**config.mk**
```make
export PLATFORM = sky130hd
export DESIGN_NAME = usb_frame_timer
export DESIGN_NICKNAME = d
export VERILOG_FILES = /design/src/rtl/usbft_pkg.sv /design/src/rtl/ft_run_edge.sv /design/src/rtl/ft_remaining_ctr.sv /design/src/rtl/ft_frame_number.sv /design/src/rtl/ft_status_pack.sv /design/src/rtl/usb_frame_timer.sv
export SDC_FILE = /design/constraint.sdc
export NUM_CORES = 1
export LEC_CHECK = 0
export ABC_AREA = 1
export BUFFER_PORTS_ARGS = -buffer_cell sky130_fd_sc_hd__buf_2
export CORE_MARGIN = 2
export CORE_UTILIZATION = 35
export CTS_CLUSTER_DIAMETER = 60
export DETAILED_ROUTE_END_ITERATION = 12
export PLACE_DENSITY_LB_ADDON = 0.12
export SKIP_LAST_GASP = 1
export SLEW_MARGIN = 20
export SYNTH_ARGS = -nofsm -noshare
export SYNTH_HDL_FRONTEND = slang
export SYNTH_HIERARCHICAL = 1
export SYNTH_SLANG_ARGS = --single-unit
```
**constraint.sdc**
```tcl
create_clock -name clk -period 1.7 [get_ports clk]
set_input_delay 0.17 -clock clk [delete_from_list [all_inputs] [get_ports clk]]
set_output_delay 0.17 -clock clk [all_outputs]
set_load 0.03 [all_outputs]
```
**src/rtl/usbft_pkg.sv**
```systemverilog
package usbft_pkg;

  typedef enum logic [1:0] {
    ACT_HOLD   = 2'd0,
    ACT_DEC    = 2'd1,
    ACT_RELOAD = 2'd2,
    ACT_ENTER  = 2'd3
  } rem_act_e;

  // Pick the remaining-counter action; entry outranks a strobe.
  function automatic rem_act_e pick_act(input logic running,
                                        input logic entering,
                                        input logic tick,
                                        input logic at_zero);
    rem_act_e a;
    a = ACT_HOLD;
    if (entering)
      a = ACT_ENTER;
    else if (running && tick)
      a = at_zero ? ACT_RELOAD : ACT_DEC;
    return a;
  endfunction

endpackage

```
**src/rtl/ft_run_edge.sv**
```systemverilog
module ft_run_edge (
  input  logic clk,
  input  logic rst,
  input  logic run_i,
  output logic steady_o,
  output logic enter_o
);

  logic run_q;

  always_ff @(posedge clk) begin
    if (rst) run_q <= 1'b0;
    else     run_q <= run_i;
  end

  assign enter_o  = run_i & ~run_q;
  assign steady_o = run_i & run_q;

endmodule

```
**src/rtl/ft_remaining_ctr.sv**
```systemverilog
module ft_remaining_ctr
  import usbft_pkg::*;
#(
  parameter int REM_W = 14
) (
  input  logic             clk,
  input  logic             rst,
  input  logic             steady_i,
  input  logic             enter_i,
  input  logic             tick_i,
  input  logic [REM_W-1:0] ivl_i,
  input  logic             ivl_tgl_i,
  output logic [REM_W-1:0] rem_o,
  output logic             tgl_o,
  output logic             wrap_o
);

  localparam logic [REM_W-1:0] REM_ZERO = '0;
  localparam logic [REM_W-1:0] REM_ONE  = REM_W'(1);

  rem_act_e         act;
  logic [REM_W-1:0] rem_q;
  logic             tgl_q;

  always_comb begin
    act = pick_act(steady_i, enter_i, tick_i, rem_q == REM_ZERO);
  end

  always_ff @(posedge clk) begin
    if (rst) begin
      rem_q <= REM_ZERO;
      tgl_q <= 1'b0;
    end else begin
      unique case (act)
        ACT_DEC:    rem_q <= rem_q - REM_ONE;
        ACT_RELOAD: begin
          rem_q <= ivl_i;
          tgl_q <= ivl_tgl_i;
        end
        ACT_ENTER:  rem_q <= ivl_i;
        default:    rem_q <= rem_q;
      endcase
    end
  end

  assign rem_o  = rem_q;
  assign tgl_o  = tgl_q;
  assign wrap_o = (act == ACT_RELOAD);

endmodule

```
**src/rtl/ft_frame_number.sv**
```systemverilog
module ft_frame_number #(
  parameter int FN_W = 16
) (
  input  logic            clk,
  input  logic            rst,
  input  logic            adv_i,
  output logic [FN_W-1:0] fnum_o,
  output logic            sof_o
);

  localparam logic [FN_W-1:0] FN_ONE = FN_W'(1);

  logic [FN_W-1:0] fnum_q;
  logic            sof_q;

  always_ff @(posedge clk) begin
    if (rst) begin
      fnum_q <= '0;
      sof_q  <= 1'b0;
    end else begin
      sof_q <= adv_i;
      if (adv_i) fnum_q <= fnum_q + FN_ONE;
    end
  end

  assign fnum_o = fnum_q;
  assign sof_o  = sof_q;

endmodule

```
**src/rtl/ft_status_pack.sv**
```systemverilog
module ft_status_pack #(
  parameter int REM_W   = 14,
  parameter int FN_W    = 16,
  parameter int WORD_W  = 32,
  parameter int TGL_BIT = 31
) (
  input  logic [REM_W-1:0]  rem_i,
  input  logic              tgl_i,
  input  logic [FN_W-1:0]   fnum_i,
  output logic [WORD_W-1:0] rem_word_o,
  output logic [WORD_W-1:0] fn_word_o
);

  for (genvar i = 0; i < WORD_W; i++) begin : g_bit
    if (i < REM_W) begin : g_rem
      assign rem_word_o[i] = rem_i[i];
    end else if (i == TGL_BIT) begin : g_tgl
      assign rem_word_o[i] = tgl_i;
    end else begin : g_rres
      assign rem_word_o[i] = 1'b0;
    end

    if (i < FN_W) begin : g_fn
      assign fn_word_o[i] = fnum_i[i];
    end else begin : g_fres
      assign fn_word_o[i] = 1'b0;
    end
  end

endmodule

```
**src/rtl/usb_frame_timer.sv**
```systemverilog
module usb_frame_timer #(
  parameter int REM_W   = 14,
  parameter int FN_W    = 16,
  parameter int WORD_W  = 32,
  parameter int TGL_BIT = WORD_W - 1
) (
  input  logic              clk,
  input  logic              rst,
  input  logic              run_i,
  input  logic              bit_tick_i,
  input  logic [REM_W-1:0]  ivl_i,
  input  logic              ivl_tgl_i,
  output logic              sof_o,
  output logic [WORD_W-1:0] remain_word_o,
  output logic [WORD_W-1:0] fnum_word_o
);

  logic             steady;
  logic             enter;
  logic [REM_W-1:0] rem;
  logic             tgl;
  logic             wrap;
  logic [FN_W-1:0]  fnum;

  ft_run_edge u_edge (
    .clk      (clk),
    .rst      (rst),
    .run_i    (run_i),
    .steady_o (steady),
    .enter_o  (enter)
  );

  ft_remaining_ctr #(.REM_W(REM_W)) u_rem (
    .clk       (clk),
    .rst       (rst),
    .steady_i  (steady),
    .enter_i   (enter),
    .tick_i    (bit_tick_i),
    .ivl_i     (ivl_i),
    .ivl_tgl_i (ivl_tgl_i),
    .rem_o     (rem),
    .tgl_o     (tgl),
    .wrap_o    (wrap)
  );

  ft_frame_number #(.FN_W(FN_W)) u_fn (
    .clk    (clk),
    .rst    (rst),
    .adv_i  (wrap),
    .fnum_o (fnum),
    .sof_o  (sof_o)
  );

  ft_status_pack #(
    .REM_W   (REM_W),
    .FN_W    (FN_W),
    .WORD_W  (WORD_W),
    .TGL_BIT (TGL_BIT)
  ) u_pack (
    .rem_i      (rem),
    .tgl_i      (tgl),
    .fnum_i     (fnum),
    .rem_word_o (remain_word_o),
    .fn_word_o  (fnum_word_o)
  );

endmodule

```
==> results.yml, run 1 <==
status:
  status: "completed"
cts:
  cts-buffers-inserted: 5
  hold_buffers: 0
  cts_sinks: 33
  cts_tree: "done"
  clk_pin_slew_worst_paths_ns: 0.07
  h-tree-depth: 2
  clkLatencyLatePin_ns: 0.29
  clockBufferDepth: 2
  cts_root_buffer: "clkbuf_8"
placement:
  dp_worst_setup_slack_ns: -0.06553
  gp_congestion: 0.7753
  hpwl_um: 4316
  dp_cells: 531
  placed_area_mm2: 0.002729
  portBuffers: 50
floorplan:
  die_y_um: 89.57
  coreArea_mm2: 0.007176
  die_w_um: 89.57
  core.rowCount: 31
  io_pins: 84
  die-area_mm2: 0.008022
  start_util_pct: 35.71
layout:
  final_layout_size_suffix_gt1_share_pct: 29.75
  final_cell_area_mm2: 0.002900
  diodes: 0
  layout_common_cells: "75 x nand2_1, 50 x buf_2, 50 x inv_1, 46 x nor2_1"
  instances_no_fill: 546
  nNetsFinal: 468
  n_fill_cell: 821
  final_common_cell: "nand2_1"
  area_growth_pct: 13.18
routing:
  antenna_left: 0
  dr.pass1.iters: 4
  via_count: 2313
  drt_iter0_drc: 81
  wire_per_inst_um: 10.76
  avgViaCountPerCell: 4.236
  drt_wl_total_um: 5874
  drc: 0
hold_path:
  min_path_type: "in2reg"
worst_setup_path:
  cp-start-kind: "register"
  critical_path.max_fanout: 5
  cp.required_ns: 1.89
  worstSetupPathType: "reg2reg"
  end_kind: "register"
  max_stage_delay_ns: 0.32
  path_cells: "nor2_2 > nand2_2 > nor2_4 > nand3_2 > inv_4 > buf_4 > nand2_1 > inv_1 > nand2_2 > nor2_4 > nand3_2 > nand2_1 > nor2_1"
  cpMaxStageDelayCell: "dfxtp_1"
  worstPathArrival_ns: 1.81
sta:
  slew_viol_final: 0
  fin_tns_setup_ns: 0
  setup_ws_ns: 0.08403
  holdWs_ns: 0.1088
  skew_ns: 0.004222
  post-route-min-period_ns: 1.616
  rsz0062_at_grt: "yes"
  post-route-period-util_pct: 95.06
  fmax_ghz: 0.6188
  finalSetupViolCount: 0
  hold_viol_final: 0
global_routing:
  track_usage_pct: 14.84
  grt_overflow: 0
  antenna_found_initial: 0
  grt_pass1_wl_um: 9190
  grt_pass1_vias: 2006
  grt_max_degree: 26
logic_synthesis:
  synth-seq-cells: 33
  yosysWarnings: 6
  syn_area_mm2: 0.002562
  netlist_instances: 394
  yosysUniqueCellTypes: 31
  syn-mean-instance-area_um2: 6.504
  synth-seq-area-share_pct: 25.78
run:
  cap_violations: 0
power_and_ir_drop:
  powerDensity_mw_per_mm2: 734.5
  cellLeakagePower_nw: 1.531
  combPwrFrac_pct: 33.0
  switching_share_pct: 37.79
  ir_worst_vdd_uv: 297.1
  clock_power_share_pct: 28.2
  seq_power_share_pct: 38.8
  p_switching_uw: 805.1
  p_int_mw: 1.325
## kinds of logic (layout without fill, tap and decap cells)
logic type	count (synthesis)	count (layout)	share of synthesized area, %
fa+ha+maj	3	3	1.465
simple gates	186	186	33.89
xor+xnor	3	3	1.026
flops	33	33	25.78
compound gates	43	43	9.082
buf+inv	125	146	28.61
other cells	1	33	0.1463
## registers in the layout, indices dropped and copies added, names as in the netlist
register,count
u_edge/run_q,1
u_fn/fnum_o,16
u_rem/rem_o,14
u_rem/tgl_o,1
u_fn/sof_o,1
## cell usage after synthesis
| master | count | area, µm² |
|---|---|---|
| a21o_1 | 2 | 15.01 |
| a21oi_1 | 14 | 70.07 |
| a21oi_2 | 2 | 17.52 |
| buf_1 | 1 | 3.750 |
| buf_2 | 1 | 5.000 |
| buf_4 | 65 | 488.0 |
| buf_6 | 1 | 11.26 |
| buf_8 | 1 | 15.01 |
| clkbuf_1 | 2 | 7.510 |
| conb_1 | 1 | 3.750 |
| dfxtp_1 | 33 | 660.6 |
| ha_1 | 3 | 37.54 |
| inv_1 | 53 | 198.9 |
| inv_2 | 1 | 3.750 |
| nand2_1 | 79 | 296.5 |
| nand2_2 | 11 | 68.82 |
| nand2_4 | 2 | 22.52 |
| nand3_1 | 22 | 110.1 |
| nand3_2 | 1 | 10.01 |
| nand3b_1 | 2 | 15.01 |
| nand4_1 | 4 | 25.02 |
| nor2_1 | 47 | 176.4 |
| nor2_2 | 6 | 37.54 |
| nor2_4 | 7 | 78.83 |
| nor3_1 | 4 | 20.02 |
| nor3b_1 | 1 | 7.510 |
| o21ai_0 | 21 | 105.1 |
| o21ai_1 | 2 | 10.01 |
| o21bai_1 | 2 | 15.01 |
| xnor2_1 | 1 | 8.760 |
| xor2_1 | 2 | 17.52 |
## worst max-delay path: cells and delay by family (launching register included)
family        cells  cell delay, ns
simple gates     10            0.91
buf+inv           3            0.27
flops             1            0.32
## metal layers
metal  share of wire [%]  vias to the layer above  track usage (%)
li1                    -                     1220                -
met1                  52                     1016            21.65
met2                  41                       73            21.59
met3                 5.5                        4            3.601
met4                 1.0                        0            4.071
met5                   0                        -                0
## power by group through the flow
stage	Clock, mW	Combinational, mW	Sequential (mW)
after floorplan	0	0.569	0.864
after global placement	0	0.686	0.844
after detailed placement	0	0.688	0.845
after CTS	0.621	0.691	0.826
after global routing	0.657	0.784	0.833
final	0.600	0.704	0.827
## timing repair
item,CTS,global route
buffers inserted,1,5
resized for setup,1,14
cloned,0,1
endpoints found under the setup margin,9,21
pin swaps,0,10
## final cells by class
class	instances	area (µm²)	share of cell area, %
repair buffers	83	498.0	17.17
inverters	54	209.0	7.204
well taps	99	123.9	4.271
flip-flops and latches	33	663.1	22.86
clock buffers	6	72.57	2.502
repair inverters	1	7.507	0.2588
clock inverters	2	10.01	0.3451
multi-input cells	268	1316	45.38
## through the flow
| stage | total power, mW | util (%) |
|---|---|---|
| after floorplan | 1.432 | - |
| after global placement | 1.530 | 38.03 |
| after detailed placement | 1.533 | 38.03 |
| after CTS | 2.138 | 39.29 |
| after global routing | 2.274 | 40.42 |
| final | 2.130 | 40.42 |
## path summary, 6_finish.rpt
kind                                        end      startpoint  depth (start not counted)  slack [ns]
worst max-delay path            u_fn/fnum_o[15]  u_rem/rem_o[8]                         13        0.08
worst min-delay path                u_rem/tgl_o       ivl_tgl_i                          3        0.11
worst max register to register  u_fn/fnum_o[15]  u_rem/rem_o[8]                         13        0.08
worst min register to register   u_fn/fnum_o[8]  u_fn/fnum_o[8]                          2        0.49
(Power assumes the default switching activity.)
==> run 2: changes to the inputs <==
Settings changed: SYNTH_HIERARCHICAL 1 to unset.
==> results.yml, run 2 <==
status:
  status: "completed"
routing:
  drt_iter0_drc: 141
  drt_wl_total_um: 5565
  wire_per_inst_um: 11.38
  avgViaCountPerCell: 4.524
  via_count: 2212
  drc: 0
  dr.pass1.iters: 4
  antenna_left: 0
worst_setup_path:
  path_cells: "inv_1 > ha_2 > nand2_2 > nor2_4 > nand3_4 > nand2_8 > buf_4 > nand2_1 > nand3_1 > a21oi_1"
  max_stage_delay_ns: 0.32
  critical_path_buf_inv_count: 2
  cp-start-kind: "register"
  cpMaxStageDelayCell: "dfxtp_2"
  worstPathArrival_ns: 1.73
  crit_family: "simple AND/OR/NAND/NOR gates"
  critical_path.max_fanout: 13
  end_kind: "register"
  cp.required_ns: 1.87
  worstSetupPathType: "reg2reg"
cts:
  clkLatencyLatePin_ns: 0.29
  cts-buffers-inserted: 5
  cts_root_buffer: "clkbuf_8"
  cts_tree: "done"
  clk_pin_slew_worst_paths_ns: 0.07
  clockBufferDepth: 2
  hold_buffers: 0
  cts_sinks: 33
  h-tree-depth: 2
layout:
  post-route-util_pct: 43.15
  layout_common_cells: "81 x nand2_1, 50 x buf_2, 39 x inv_1, 33 x conb_1, 32 x dfxtp_1"
  nNetsFinal: 432
  final_common_cell: "nand2_1"
  diodes: 0
  largest_reg_flops: 16
  final_layout_size_suffix_gt1_share_pct: 25.97
  area_growth_pct: 19.80
power_and_ir_drop:
  p_total_mw: 2.137
  cellLeakagePower_nw: 1.429
  ir_worst_vdd_uv: 329.8
  powerDensity_mw_per_mm2: 779.8
global_routing:
  antenna_found_initial: 0
  grt_max_degree: 23
  grt_pass1_vias: 1905
  grt_overflow: 0
  grt_pass1_wl_um: 9142
  track_usage_pct: 15.70
sta:
  rsz0062_at_grt: "no"
  skew_ns: 0.005448
  post-route-min-period_ns: 1.566
  fmax_ghz: 0.6385
  post-route-period-util_pct: 92.13
  slew_viol_final: 0
  setup_ws_ns: 0.1338
  finalSetupViolCount: 0
  hold_viol_final: 0
  fin_tns_setup_ns: 0
  holdWs_ns: 0.1319
logic_synthesis:
  synth_enable_flop_cells: 0
  synth.top_cells.by_area: "dfxtp_1 29%, nand2_1 13%, buf_4 11%, inv_1 6.4%, nand3_1 5.7%"
  synthFlopType: "dfxtp_1"
  synth_area_leader_cell: "dfxtp_1"
  netlist_instances: 339
  synthArstFlopShare_pct: 0
  synth_top_area_share_pct: 28.88
  yosysMostFrequentCell: "nand2_1"
  synth_common_cells: "82 x nand2_1, 39 x inv_1, 34 x buf_4"
  syn-mean-instance-area_um2: 6.747
  syn_area_mm2: 0.002287
  synth-seq-cells: 33
  yosysUniqueCellTypes: 37
  yosysWarnings: 0
  synth-seq-area-share_pct: 28.88
placement:
  gp_congestion: 0.7831
  hpwl_um: 4272
  portBuffers: 50
  dp_worst_setup_slack_ns: 0.06746
floorplan:
  die_y_um: 84.84
  die_w_um: 84.84
  start_util_pct: 36.02
  io_pins: 84
  core.rowCount: 29
  coreArea_mm2: 0.006350
  die-area_mm2: 0.007198
run:
  cap_violations: 0
hold_path:
  min_path_type: "in2reg"
## run 2: worst paths after layout
path                       start        endpoint  slack [ns]  depth (start not counted)
hold reg to reg      u_rem.tgl_o     u_rem.tgl_o        0.47                          2
hold / removal         ivl_tgl_i     u_rem.tgl_o        0.13                          3
setup / recovery  u_rem.rem_o[0]  u_rem.rem_o[4]        0.13                         10
setup reg to reg  u_rem.rem_o[0]  u_rem.rem_o[4]        0.13                         10
## run 2: what timing repair did
item                       in CTS  in global routing
setup endpoints to repair       0                 14
setup buffers                   0                  1
resized for setup               0                  6
## run 2: metrics by stage
step / instance area [µm²] / std cells
final: 2740 / 489
after global routing: 2740 / 489
after CTS: 2709 / 488
after detailed placement: 2626 / 480
after global placement: 2626 / 480
after floorplan: 2409 / 371
## run 2: where the power goes
| part | switching (mW) | internal (mW) | total [mW] |
|---|---|---|---|
| logic | 0.467 | 0.232 | 0.699 |
| clock network | 0.311 | 0.284 | 0.595 |
| registers | 0.0319 | 0.811 | 0.843 |
| total | 0.810 | 1.33 | 2.14 |
## run 2: area by class of cell
| class | instances | area, µm² |
|---|---|---|
| repair buffers | 75 | 445.4 |
| multi-input cells | 256 | 1304 |
| clock inverters | 2 | 10.01 |
| inverters | 40 | 150.1 |
| flip-flops and latches | 33 | 661.9 |
| fillers | 709 | 3610 |
| clock buffers | 6 | 72.57 |
| well taps | 77 | 96.34 |
## run 2: kinds of logic (layout without fill, tap and decap cells)
| logic type | after synthesis | after routing | synth area share [%] |
|---|---|---|---|
| and+or+nand+nor | 175 | 175 | 37.15 |
| AOI/OAI and AO/OA | 34 | 34 | 8.041 |
| DFF | 33 | 33 | 28.88 |
| xor gates and xnor gates | 12 | 12 | 4.595 |
| adders and majority gates | 2 | 2 | 1.094 |
| other | 1 | 33 | 0.1640 |
| buffers and inverters | 82 | 123 | 20.08 |
## run 2: metal layers
metal / global-route usage [%] / vias up / part of all wire [%] / wire (µm)
met5: 0 / - / 0 / 0
met2: 23.69 / 77 / 42 / 2328
li1: - / 1136 / - / -
met3: 3.599 / 4 / 5.8 / 324
met4: 3.030 / 0 / 0.83 / 46
met1: 23.05 / 995 / 52 / 2866
## run 2: tightest hold or removal path: stages
cell and delay, ns:
buf_2 0.10, nand2_1 0.05, a21oi_1 0.05
==> run 3: changes to the inputs <==
Settings changed: CORE_MARGIN 2 to unset.
==> results.yml, run 3 (synthesis gave the netlist of run 2 again) <==
status:
  status: "completed"
floorplan:
  die_w_um: 82.84
  io_pins: 84
  start_util_pct: 36.23
  die_y_um: 82.84
  die-area_mm2: 0.006862
  coreArea_mm2: 0.006314
  core.rowCount: 29
global_routing:
  grt_overflow: 0
  grt_pass1_wl_um: 9459
  antenna_found_initial: 0
  grt_pass1_vias: 1930
  grt_max_degree: 23
  track_usage_pct: 16.94
layout:
  nNetsFinal: 437
  instances_no_fill: 494
  final_layout_size_suffix_gt1_share_pct: 27.34
  final_common_cell: "nand2_1"
  largest_reg_flops: 16
  layout_common_cells: "81 x nand2_1, 50 x buf_2, 38 x inv_1, 33 x conb_1, 32 x dfxtp_1"
  area_growth_pct: 22.87
  diodes: 0
cts:
  cts_root_buffer: "clkbuf_8"
  cts_sinks: 33
  h-tree-depth: 2
  cts_tree: "done"
  clk_pin_slew_worst_paths_ns: 0.08
  clockBufferDepth: 2
  cts-buffers-inserted: 5
  clkLatencyLatePin_ns: 0.29
sta:
  holdWs_ns: 0.1297
  fin_tns_setup_ns: 0
  fmax_ghz: 0.6497
  skew_ns: 0.007295
  rsz0062_at_grt: "no"
  post-route-min-period_ns: 1.539
  finalSetupViolCount: 0
  slew_viol_final: 0
  post-route-period-util_pct: 90.54
  hold_viol_final: 0
worst_setup_path:
  cp.required_ns: 1.87
  end_kind: "register"
  worstSetupPathType: "reg2reg"
  critical_path.max_fanout: 4
  crit_start: "u_rem.rem_o[0]"
  r2r-start: "u_rem.rem_o[0]"
  cp-start-kind: "register"
  worstPathArrival_ns: 1.71
routing:
  avgViaCountPerCell: 4.478
  drc: 0
  via_count: 2212
  drt_iter0_drc: 88
  drt_wl_total_um: 5708
  dr.pass1.iters: 4
  wire_per_inst_um: 11.55
  antenna_left: 0
run:
  cap_violations: 0
hold_path:
  min_path_type: "in2reg"
  hp-start: "run_i"
placement:
  hpwl_um: 4259
  dp_cells: 484
  gp_congestion: 0.8314
  portBuffers: 50
power_and_ir_drop:
  cellLeakagePower_nw: 1.462
  powerDensity_mw_per_mm2: 836.8
  ir_worst_vdd_uv: 303.1
## run 3: metal layers
layer	track usage, %	routed length, µm	vias up
met5	0	0	-
met4	3.762	51	0
met3	3.976	271	6
met2	25.19	2379	69
met1	24.74	3006	987
li1	-	-	1150
## run 3: final timing paths
check,endpoint,slack [ns],cells past startpoint
setup / recovery,u_fn.fnum_o[14],0.16,9
setup reg to reg,u_fn.fnum_o[14],0.16,9
hold / removal,u_edge.run_q,0.13,3
hold reg to reg,u_rem.tgl_o,0.47,2
## run 3: where the power goes
| part | internal [mW] | leakage, nW | switching (mW) | total (mW) |
|---|---|---|---|---|
| sequential | 0.811 | 0.269 | 0.0373 | 0.848 |
| combinational | 0.241 | 1.13 | 0.468 | 0.709 |
| clock | 0.479 | 0.0585 | 0.316 | 0.795 |
## run 3: area by class of cell
cell class | count | area (µm²)
clock buffer | 7 | 86.33
clock inverter | 1 | 30.03
fill | 686 | 3503
inverter | 40 | 150.1
multi-input combinational | 256 | 1297
sequential | 33 | 661.9
tap | 77 | 96.34
timing repair buffer | 80 | 488.0
## run 3: timing repair
item	in CTS	in global routing
setup endpoints to repair	0	23
hold buffers	0	0
resized for setup	0	5
setup buffers	0	2
## run 3: worst max-delay path, cell delays in order, from the launching register on
cell and delay (ns):
dfxtp_2 0.32, inv_1 0.07, ha_2 0.21, nand2_2 0.08, nor2_4 0.11, buf_4 0.14
nand3_1 0.17, buf_4 0.20, nand2_1 0.05, a21oi_1 0.06
## run 3: stage by stage
stage               cell area (µm²)  total power [mW]  setup slack (ns)  utilization (%)
floorplan                      2409             1.416           0.02451                -
global placement               2669             1.566            0.1026            42.27
detailed placement             2669             1.562           0.06728            42.27
CTS                            2785             2.354           0.05169            44.11
global route                   2810             2.484          0.008355            44.51
finish                         2810             2.352            0.1608            44.51
